<file path="src/rtl/tgp_pkg.sv">
package tgp_pkg;
  typedef logic [1:0] ctr_t;

  localparam ctr_t CTR_INIT = 2'd1;

  function automatic ctr_t ctr_next(ctr_t c, logic taken);
    if (taken) return (c == 2'd3) ? c : c + 2'd1;
    return (c == 2'd0) ? c : c - 2'd1;
  endfunction

  function automatic logic ctr_dir(ctr_t c);
    return c[1];
  endfunction
endpackage

</file>
<file path="src/rtl/tgp_ctr_table.sv">
module tgp_ctr_table
  import tgp_pkg::*;
#(
  parameter int IDX_W = 10
) (
  input  logic             clk_i,
  input  logic             rst_ni,
  input  logic [IDX_W-1:0] rd_idx_i,
  output logic             rd_taken_o,
  input  logic             wr_en_i,
  input  logic [IDX_W-1:0] wr_idx_i,
  input  logic             wr_taken_i
);
  localparam int DEPTH = 1 << IDX_W;

  ctr_t ctr_q [DEPTH];

  always_ff @(posedge clk_i or negedge rst_ni) begin
    if (!rst_ni) begin
      for (int i = 0; i < DEPTH; i++) ctr_q[i] <= CTR_INIT;
    end else if (wr_en_i) begin
      ctr_q[wr_idx_i] <= ctr_next(ctr_q[wr_idx_i], wr_taken_i);
    end
  end

  // read sees pre-update state
  assign rd_taken_o = ctr_dir(ctr_q[rd_idx_i]);
endmodule

</file>
<file path="src/rtl/tgp_load_track.sv">
module tgp_load_track #(
  parameter int OUTS_W = 2
) (
  input  logic clk_i,
  input  logic rst_ni,
  input  logic rd_i,
  input  logic rv_i,
  output logic pending_o,
  output logic accept_o
);
  logic [OUTS_W-1:0] outs_q, outs_d;

  always_comb begin
    outs_d = outs_q;
    if (rd_i && !rv_i) outs_d = outs_q + OUTS_W'(1);
    else if (!rd_i && rv_i && outs_q != '0) outs_d = outs_q - OUTS_W'(1);
  end

  always_ff @(posedge clk_i or negedge rst_ni) begin
    if (!rst_ni) outs_q <= '0;
    else         outs_q <= outs_d;
  end

  assign pending_o = (outs_q != '0);
  // only the reply to the newest request is used
  assign accept_o  = rv_i && !rd_i && (outs_q == OUTS_W'(1));
endmodule

</file>
<file path="src/rtl/tgp_hist_reg.sv">
module tgp_hist_reg #(
  parameter int HIST_W = 10
) (
  input  logic              clk_i,
  input  logic              rst_ni,
  input  logic              load_i,
  input  logic [HIST_W-1:0] load_data_i,
  input  logic              shift_i,
  input  logic              taken_i,
  output logic [HIST_W-1:0] hist_o,
  output logic [HIST_W-1:0] hist_next_o
);
  logic [HIST_W-1:0] hist_q, shifted;

  if (HIST_W > 1) begin : g_wide
    assign shifted = {hist_q[HIST_W-2:0], taken_i};
  end else begin : g_single
    assign shifted = taken_i;
  end

  always_comb begin
    hist_next_o = hist_q;
    if (load_i)       hist_next_o = load_data_i;
    else if (shift_i) hist_next_o = shifted;
  end

  always_ff @(posedge clk_i or negedge rst_ni) begin
    if (!rst_ni) hist_q <= '0;
    else         hist_q <= hist_next_o;
  end

  assign hist_o = hist_q;
endmodule

</file>
<file path="src/rtl/thread_gpred.sv">
module thread_gpred #(
  parameter int HIST_W = 10,
  parameter int OUTS_W = 2
) (
  input  logic              clk_i,
  input  logic              rst_ni,
  input  logic              thr_start_i,
  input  logic              thr_restart_i,
  input  logic              thr_end_i,
  output logic              hist_rd_o,
  input  logic              hist_rd_valid_i,
  input  logic [HIST_W-1:0] hist_rd_data_i,
  output logic              hist_wr_o,
  output logic [HIST_W-1:0] hist_wr_data_o,
  input  logic              pred_req_i,
  output logic              pred_rsp_o,
  output logic              pred_ok_o,
  output logic              pred_taken_o,
  input  logic              res_valid_i,
  input  logic              res_taken_i
);
  logic              load_pend, load_acc, upd_en, ctr_taken;
  logic [HIST_W-1:0] hist_q, hist_d;
  logic              rsp_q, ok_q, tk_q, wr_q;
  logic [HIST_W-1:0] wr_data_q;

  assign hist_rd_o = thr_start_i | thr_restart_i;
  assign upd_en    = res_valid_i & ~load_pend;

  tgp_load_track #(.OUTS_W(OUTS_W)) u_track (
    .clk_i     (clk_i),
    .rst_ni    (rst_ni),
    .rd_i      (hist_rd_o),
    .rv_i      (hist_rd_valid_i),
    .pending_o (load_pend),
    .accept_o  (load_acc)
  );

  tgp_hist_reg #(.HIST_W(HIST_W)) u_hist (
    .clk_i       (clk_i),
    .rst_ni      (rst_ni),
    .load_i      (load_acc),
    .load_data_i (hist_rd_data_i),
    .shift_i     (upd_en),
    .taken_i     (res_taken_i),
    .hist_o      (hist_q),
    .hist_next_o (hist_d)
  );

  tgp_ctr_table #(.IDX_W(HIST_W)) u_tbl (
    .clk_i      (clk_i),
    .rst_ni     (rst_ni),
    .rd_idx_i   (hist_q),
    .rd_taken_o (ctr_taken),
    .wr_en_i    (upd_en),
    .wr_idx_i   (hist_q),
    .wr_taken_i (res_taken_i)
  );

  always_ff @(posedge clk_i or negedge rst_ni) begin
    if (!rst_ni) begin
      rsp_q     <= 1'b0;
      ok_q      <= 1'b0;
      tk_q      <= 1'b0;
      wr_q      <= 1'b0;
      wr_data_q <= '0;
    end else begin
      rsp_q <= pred_req_i;
      ok_q  <= pred_req_i & ~load_pend;
      tk_q  <= pred_req_i & ~load_pend & ctr_taken;
      wr_q  <= thr_end_i;
      if (thr_end_i) wr_data_q <= hist_d;
    end
  end

  assign pred_rsp_o     = rsp_q;
  assign pred_ok_o      = ok_q;
  assign pred_taken_o   = tk_q;
  assign hist_wr_o      = wr_q;
  assign hist_wr_data_o = wr_data_q;
endmodule

</file>
<file path="config.mk">
export PLATFORM = sky130hd
export DESIGN_NAME = thread_gpred
export DESIGN_NICKNAME = d
export VERILOG_FILES = /design/src/rtl/tgp_pkg.sv /design/src/rtl/tgp_ctr_table.sv /design/src/rtl/tgp_load_track.sv /design/src/rtl/tgp_hist_reg.sv /design/src/rtl/thread_gpred.sv
export SDC_FILE = /design/constraint.sdc
export NUM_CORES = 2
export LEC_CHECK = 0
export BUFFER_PORTS_ARGS = -buffer_cell sky130_fd_sc_hd__buf_2
export CAP_MARGIN = 20
export CORE_ASPECT_RATIO = 0.7
export CORE_MARGIN = 1.5
export CORE_UTILIZATION = 25
export DETAILED_ROUTE_END_ITERATION = 8
export SKIP_CTS_REPAIR_TIMING = 1
export SLEW_MARGIN = 20
export SYNTH_ARGS = -nofsm -noshare
export SYNTH_HDL_FRONTEND = slang
export SYNTH_SLANG_ARGS = --single-unit
</file>
<file path="constraint.sdc">
create_clock -name clk_i -period 3.8 [get_ports clk_i]
set_input_delay 0.76 -clock clk_i [delete_from_list [all_inputs] [get_ports clk_i]]
set_output_delay 0.76 -clock clk_i [all_outputs]
set_load 0.01 [all_outputs]
</file>
# Yosys cells after proc, flatten, opt, wreduce, memory -nomap -nowiden

Index checks and enable logic that the tools add are counted.

Input bits: 19
Output and inout port bits: 15
Register bits: 2074
Logic and storage cells: 1072

$lt $le $gt $ge: 2
Multiplexer cells: 17
Reduce and logical (&&, ||, !) cells: 10
Add/subtract/negate cells: 4
Equal/unequal tests: 2
Bitwise operators: 6

Operators with widths:

| operator                                                     | number |
|---|---|
| bitwise mux 2048 bit                                         | 1 |
| binary-select mux 2 bit (select 10 bit)                      | 1 |
| demux 2 bit (select 10 bit)                                  | 1 |
| two-way mux 10 bit                                           | 2 |
| two-way mux 2 bit                                            | 10 |
| greater-or-equal comparator 11 bit (second input constant)   | 1 |
| less-than comparator 11 x 1 -> 1 bit (second input constant) | 1 |
| inverter 10 -> 11 bit                                        | 1 |
| logical AND 1 bit                                            | 5 |
| adder 2 x 1 -> 2 bit (second input constant)                 | 2 |
| nonzero test 2 bit                                           | 2 |
| subtractor 2 x 1 -> 2 bit (second input constant)            | 2 |
| bitwise AND 1 bit                                            | 3 |
| equality test 2 x 1 -> 1 bit (second input constant)         | 1 |
| equality test 2 bit (second input constant)                  | 1 |
| zero test 1 bit                                              | 2 |
| zero test 2 bit                                              | 1 |
| two-way mux 1 bit                                            | 2 |
| inverter 1 bit                                               | 1 |
| bitwise OR 1 bit                                             | 1 |

# Logic depth before layout (Yosys ltp)

Depth after elaboration: 10
Depth in mapped cells: 18
Depth with buffers taken out: 9

# Modules after synthesis

From an unflattened synthesis, not the netlist that was laid out.

Cells, all modules: 10820
Area, all modules: 112504.2 um^2

By module, submodules not included:

| module         | sequential area each (um^2) | cells each | instances | area each (um^2) |
|---|---|---|---|---|
| tgp_ctr_table  | 52530.4                     | 10732      | 1         | 111353.0 |
| thread_gpred   | 350.3                       | 29         | 1         | 539.3 |
| tgp_hist_reg   | 250.2                       | 43         | 1         | 462.9 |
| tgp_load_track | 50.0                        | 16         | 1         | 148.9 |

# Least setup slack after synthesis

OpenSTA, ideal clock, no wires.

Path kind: register -> register
From: reg u_hist.hist_q[1] (netlist: u_hist.hist_o[1])
To: reg u_tbl.ctr_q[508] (netlist bit)
Cell stages (with the launch flop): 18
Required time: 3.704 ns
Setup time: 0.096 ns
Clock period less this slack: 3.737 ns
Buffers on the path: 8
Data arrival time: 3.640 ns
Setup slack: 0.063 ns
Cells stage by stage: dfrtp_1 -> buf_2 -> buf_4 -> buf_2 -> buf_1 -> mux2i_1 -> o22ai_1 -> nor4_1 -> o2111ai_1 -> nand4_1 -> o31ai_1 -> or3_1 -> buf_2 -> o21ai_2 -> buf_2 -> buf_2 -> buf_1 -> a31oi_1

Longest elaborated chain between the ends: 10
Elaborated cells between the ends (all ways): 19
Those cells by class: add/sub: 2; order compare: 2; eq/ne: 1; mux: 11; bitwise: 1; reduce/logical: 2

RTL lines:

| what                                                        | line                | text |
|---|---|---|
| from (decl)                                                 | tgp_hist_reg.sv:13  | `logic [HIST_W-1:0] hist_q, shifted;` |
| from (signal assigned)                                      | tgp_hist_reg.sv:29  | `else hist_q <= hist_next_o;` |
| inverter 10 -> 11 bit (implied by the code) *               | tgp_ctr_table.sv:22 | `ctr_q[wr_idx_i] <= ctr_next(ctr_q[wr_idx_i], wr_taken_i);` |
| binary-select mux 2 bit (select 10 bit)                     | tgp_ctr_table.sv:22 |  |
| two-way mux 2 bit (implied by the code) (2 in series)       | tgp_ctr_table.sv:22 |  |
| adder 2 x 1 -> 2 bit or equality test 2 bit (tied branches) | tgp_pkg.sv:7        | `if (taken) return (c == 2'd3) ? c : c + 2'd1;` |
| two-way mux 2 bit (2 in series)                             | tgp_pkg.sv:7        |  |
| two-way mux 2 bit                                           | tgp_pkg.sv:8        | `return (c == 2'd0) ? c : c - 2'd1;` |
| two-way mux 2 bit                                           | tgp_ctr_table.sv:21 | `end else if (wr_en_i) begin` |
| bitwise mux 2048 bit *                                      | tgp_ctr_table.sv:22 |  |
| to (signal, indexed assignment)                             | tgp_ctr_table.sv:22 |  |
| to (decl)                                                   | tgp_ctr_table.sv:16 | `ctr_t ctr_q [DEPTH];` |

Every way passes the cells marked *; elsewhere a longest branch is shown, timed or not. The select of a mux whose other input is x is not followed.
A chain may end at the register's enable or synchronous reset.

# Final worst setup path

From: reg u_hist.hist_q[3] (netlist: u_hist.hist_o[3])
To: reg u_tbl.ctr_q[534] (netlist bit)

The elaborated chain is that of the path after synthesis.

==> run summary <==
initial antenna violation count: 28
RSZ-0062 raised after global routing: yes
Synth top area share: 27.5%
# clock sinks: 2074
Seq cells post-synth: 2074
failing checks: setup timing
IO buf count: 33
sequential element share of the synthesized area: 54.3%
HP Class: primary input to flip-flop
fin crit share: 123%
Initial Util: 25.1%
Ports: 34
Antenna Violating Nets Remaining: 0
setup ws final: -0.867 ns
Core ar.: 390000 um2
Top FF cell, synth: dfrtp_1
Vias: 85300
Psw: 37.0 mW
IR drop worst, VDD: 0.519 mV
worst hold slack: 0.130 ns
GR Util All Layers: 18.8%
Synth Instances: 9998
Row Count: 192
commonest cells in the synthesized netlist: nor2_1, a31oi_1, dfrtp_1
Max FO, Critical Path: 23
Synthesis Warnings: 0
CTS HTree Levels: 4
CTS tree: yes
Tmin final: 4.67 ns
vias in the first global route: 78700
Clock Path Buffers: 4
fin area: 122000 um2
final instance count without filler cells: 15900
total power: 88.9 mW
part of the power in combinational logic: 48.8%
Slew @ Worst Pin: 1.21 ns
CTS Buf Count: 196
EDFF count, synth: 0
cell taking the most area after synthesis: dfstp_2
HPWL after DPL: 256 mm
remaining routing DRC violations: 0
clk_lat worst skew: 0.91 ns
power share of the clock group: 23.3%
placed cells: 15400
post-synthesis area per instance: 9.79 um2
Layout Nets: 10500
fraction of layout cells with a size suffix above 1: 25.9%
CP endpoint kind: flip-flop
GPL Wtd Cong: 0.895
die area: 396000 um2
WP data arrival: 5.44 ns
final setup violation count: 2048
synthesis-to-finish area growth: 24.2%
Max Clk Rate: 0.214 GHz
critical path class: flip-flop to flip-flop
Post-Syn Area: 97900 um2
asr flop ratio synth: 100%
sw frac: 41.6%
Clock Skew: 0.0585 ns
critical path startpoint category: flip-flop
Setup WS pre-CTS: -0.998 ns
DR vias/cell: 5.36
DRT Pass-1 Iters: 7
net count after synthesis: 10000
sequential power share: 27.9%
MaxCap Viol Count: 0
final WL: 396 mm
clock-pin slew on the worst setup and hold paths: 0.07 ns
Wirelength per Cell: 24.9 um
Die Width: 751 um
Required @ worst endpoint: 4.58 ns
remaining global-route overflow: 0
count of cell types in the netlist: 57
top-count cell post-synth: nor2_1
largest net degree at the start of global routing: 115
global-route wire length before repair: 563 mm
Clk Tree Root Cell: clkbuf_16
Slew Limit Fails: 0
height of the die: 527 um
Synth area leaders: dfstp_2, dfrtp_1, a31oi_1
Final Hold Fails: 0
static leakage: 48.1 nW
Post-DP Area: 113000 um2
Slew headroom: 19.6%
Pwr Density: 731 nW/um2
run status: finished with violations
Cell Int Power: 51.9 mW
initial drt markers: 11200
sequential cells by signal (all words and copies together) (netlist names):
signal	count
u_tbl.ctr_q	2048
hist_wr_data_o	10
u_hist.hist_o	10
u_track.outs_q	2
hist_wr_o	1
pred_ok_o	1
pred_rsp_o	1
pred_taken_o	1
layer usage:
layer	GRT usage [%]	share of wire (%)	routed length, um	vias up
met5	0	0.017	66	-
met4	5.14	2.8	11300	12
met3	6.44	13	52700	615
met2	25.2	40	157000	4631
met1	28.2	44	175000	42500
li1	-	-	-	37500
critical path: stages, from the launching register on:
cell and delay, ns:
dfrtp_2 0.50, buf_4 0.18, or4_4 0.48, buf_4 0.20, buf_12 0.16, o22ai_2 0.21
nor4_2 0.08, buf_4 0.14, a31oi_1 0.19, buf_4 0.24, o21ai_2 0.10, a221oi_2 0.39
buf_4 0.21, nor4_1 0.07, buf_4 0.18, o31ai_4 0.33, buf_12 0.25, clkbuf_16 0.22
clkbuf_16 0.19, a31oi_1 0.10
final cells by class:
cell class / instances / area [um2]
antenna: 17 / 42.5
clock inverter: 63 / 699
clock buffer: 293 / 5780
multi-input combinational: 7016 / 41400
tap: 5238 / 6550
sequential: 2074 / 53200
timing repair buffer: 1215 / 14000
fill: 39900 / 269000
inverter: 7 / 26.3
power by group through the flow:
stage               clock network [mW]  logic [mW]  registers (mW)
finish                            20.8        43.4            24.8
CTS                               20.9        39.4            24.8
global placement                     0        39.3            25.1
floorplan                            0        18.6            24.8
detailed placement                   0        39.3            25.1
global route                      21.9        44.4            24.9
layout by cell type (no fill, tap or decap), types with 17 or more instances in the layout:
| cell | Yosys | routed |
|---|---|---|
| nor2_1 | 3118 | 3117 |
| a31oi_1 | 2058 | 2056 |
| dfrtp_1 | 1050 | 1043 |
| dfstp_2 | 1024 | 1024 |
| mux2i_1 | 897 | 879 |
| buf_4 | 88 | 797 |
| o22ai_1 | 380 | 373 |
| buf_12 | 0 | 305 |
| clkbuf_16 | 0 | 225 |
| nand2_1 | 109 | 74 |
| mux4_2 | 70 | 70 |
| nor4_1 | 81 | 62 |
| o21ai_0 | 52 | 49 |
| clkbuf_8 | 0 | 49 |
| clkbuf_1 | 398 | 47 |
| clkinv_2 | 0 | 39 |
| nor3_1 | 40 | 33 |
| nand2_4 | 0 | 32 |
| buf_2 | 359 | 32 |
| buf_16 | 0 | 27 |
| nand3_1 | 27 | 24 |
| a22oi_1 | 21 | 21 |
| o2111ai_1 | 25 | 20 |
| o22a_1 | 19 | 19 |
| buf_6 | 4 | 19 |
| nor4_2 | 0 | 18 |
| diode_2 | 0 | 17 |
per-stage QoR:
step                      setup TNS (ns)  utilization [%]
after floorplan                        0                -
after global placement          -1590.42             28.9
after detailed placement        -1699.53             28.9
after CTS                       -1731.11             30.6
after global routing            -1579.61             31.2
final                           -1498.80             31.2
kinds of logic (layout without fill, tap and decap cells):
kind of cell | count (synthesis) | count (layout) | synth area share (%)
xor gates and xnor gates | 1 | 1 | 0.00895
AOI/OAI and AO/OA | 2596 | 2596 | 16.7
and+or+nand+nor | 3437 | 3437 | 13.7
other | 0 | 17 | 0
muxes | 980 | 980 | 10.9
buffers and inverters | 908 | 1578 | 4.31
DFF | 2074 | 2074 | 54.3
adders and majority gates | 2 | 2 | 0.0255
path summary, 6_finish.rpt:
| kind | startpoint | endpoint | slack (ns) | cells past startpoint |
|---|---|---|---|---|
| min reg2reg | u_tbl.ctr_q[158] | u_tbl.ctr_q[158] | 0.50 | 2 |
| max reg2reg | u_hist.hist_o[3] | u_tbl.ctr_q[534] | -0.87 | 19 |
| min | thr_end_i | hist_wr_o | 0.13 | 1 |
| max | u_hist.hist_o[3] | u_tbl.ctr_q[534] | -0.87 | 19 |
| max in group asynchronous | rst_ni | u_tbl.ctr_q[836] | 1.88 | 4 |
| min in group asynchronous | rst_ni | u_tbl.ctr_q[1793] | 0.41 | 2 |
Power figures use the tool's default switching activity.
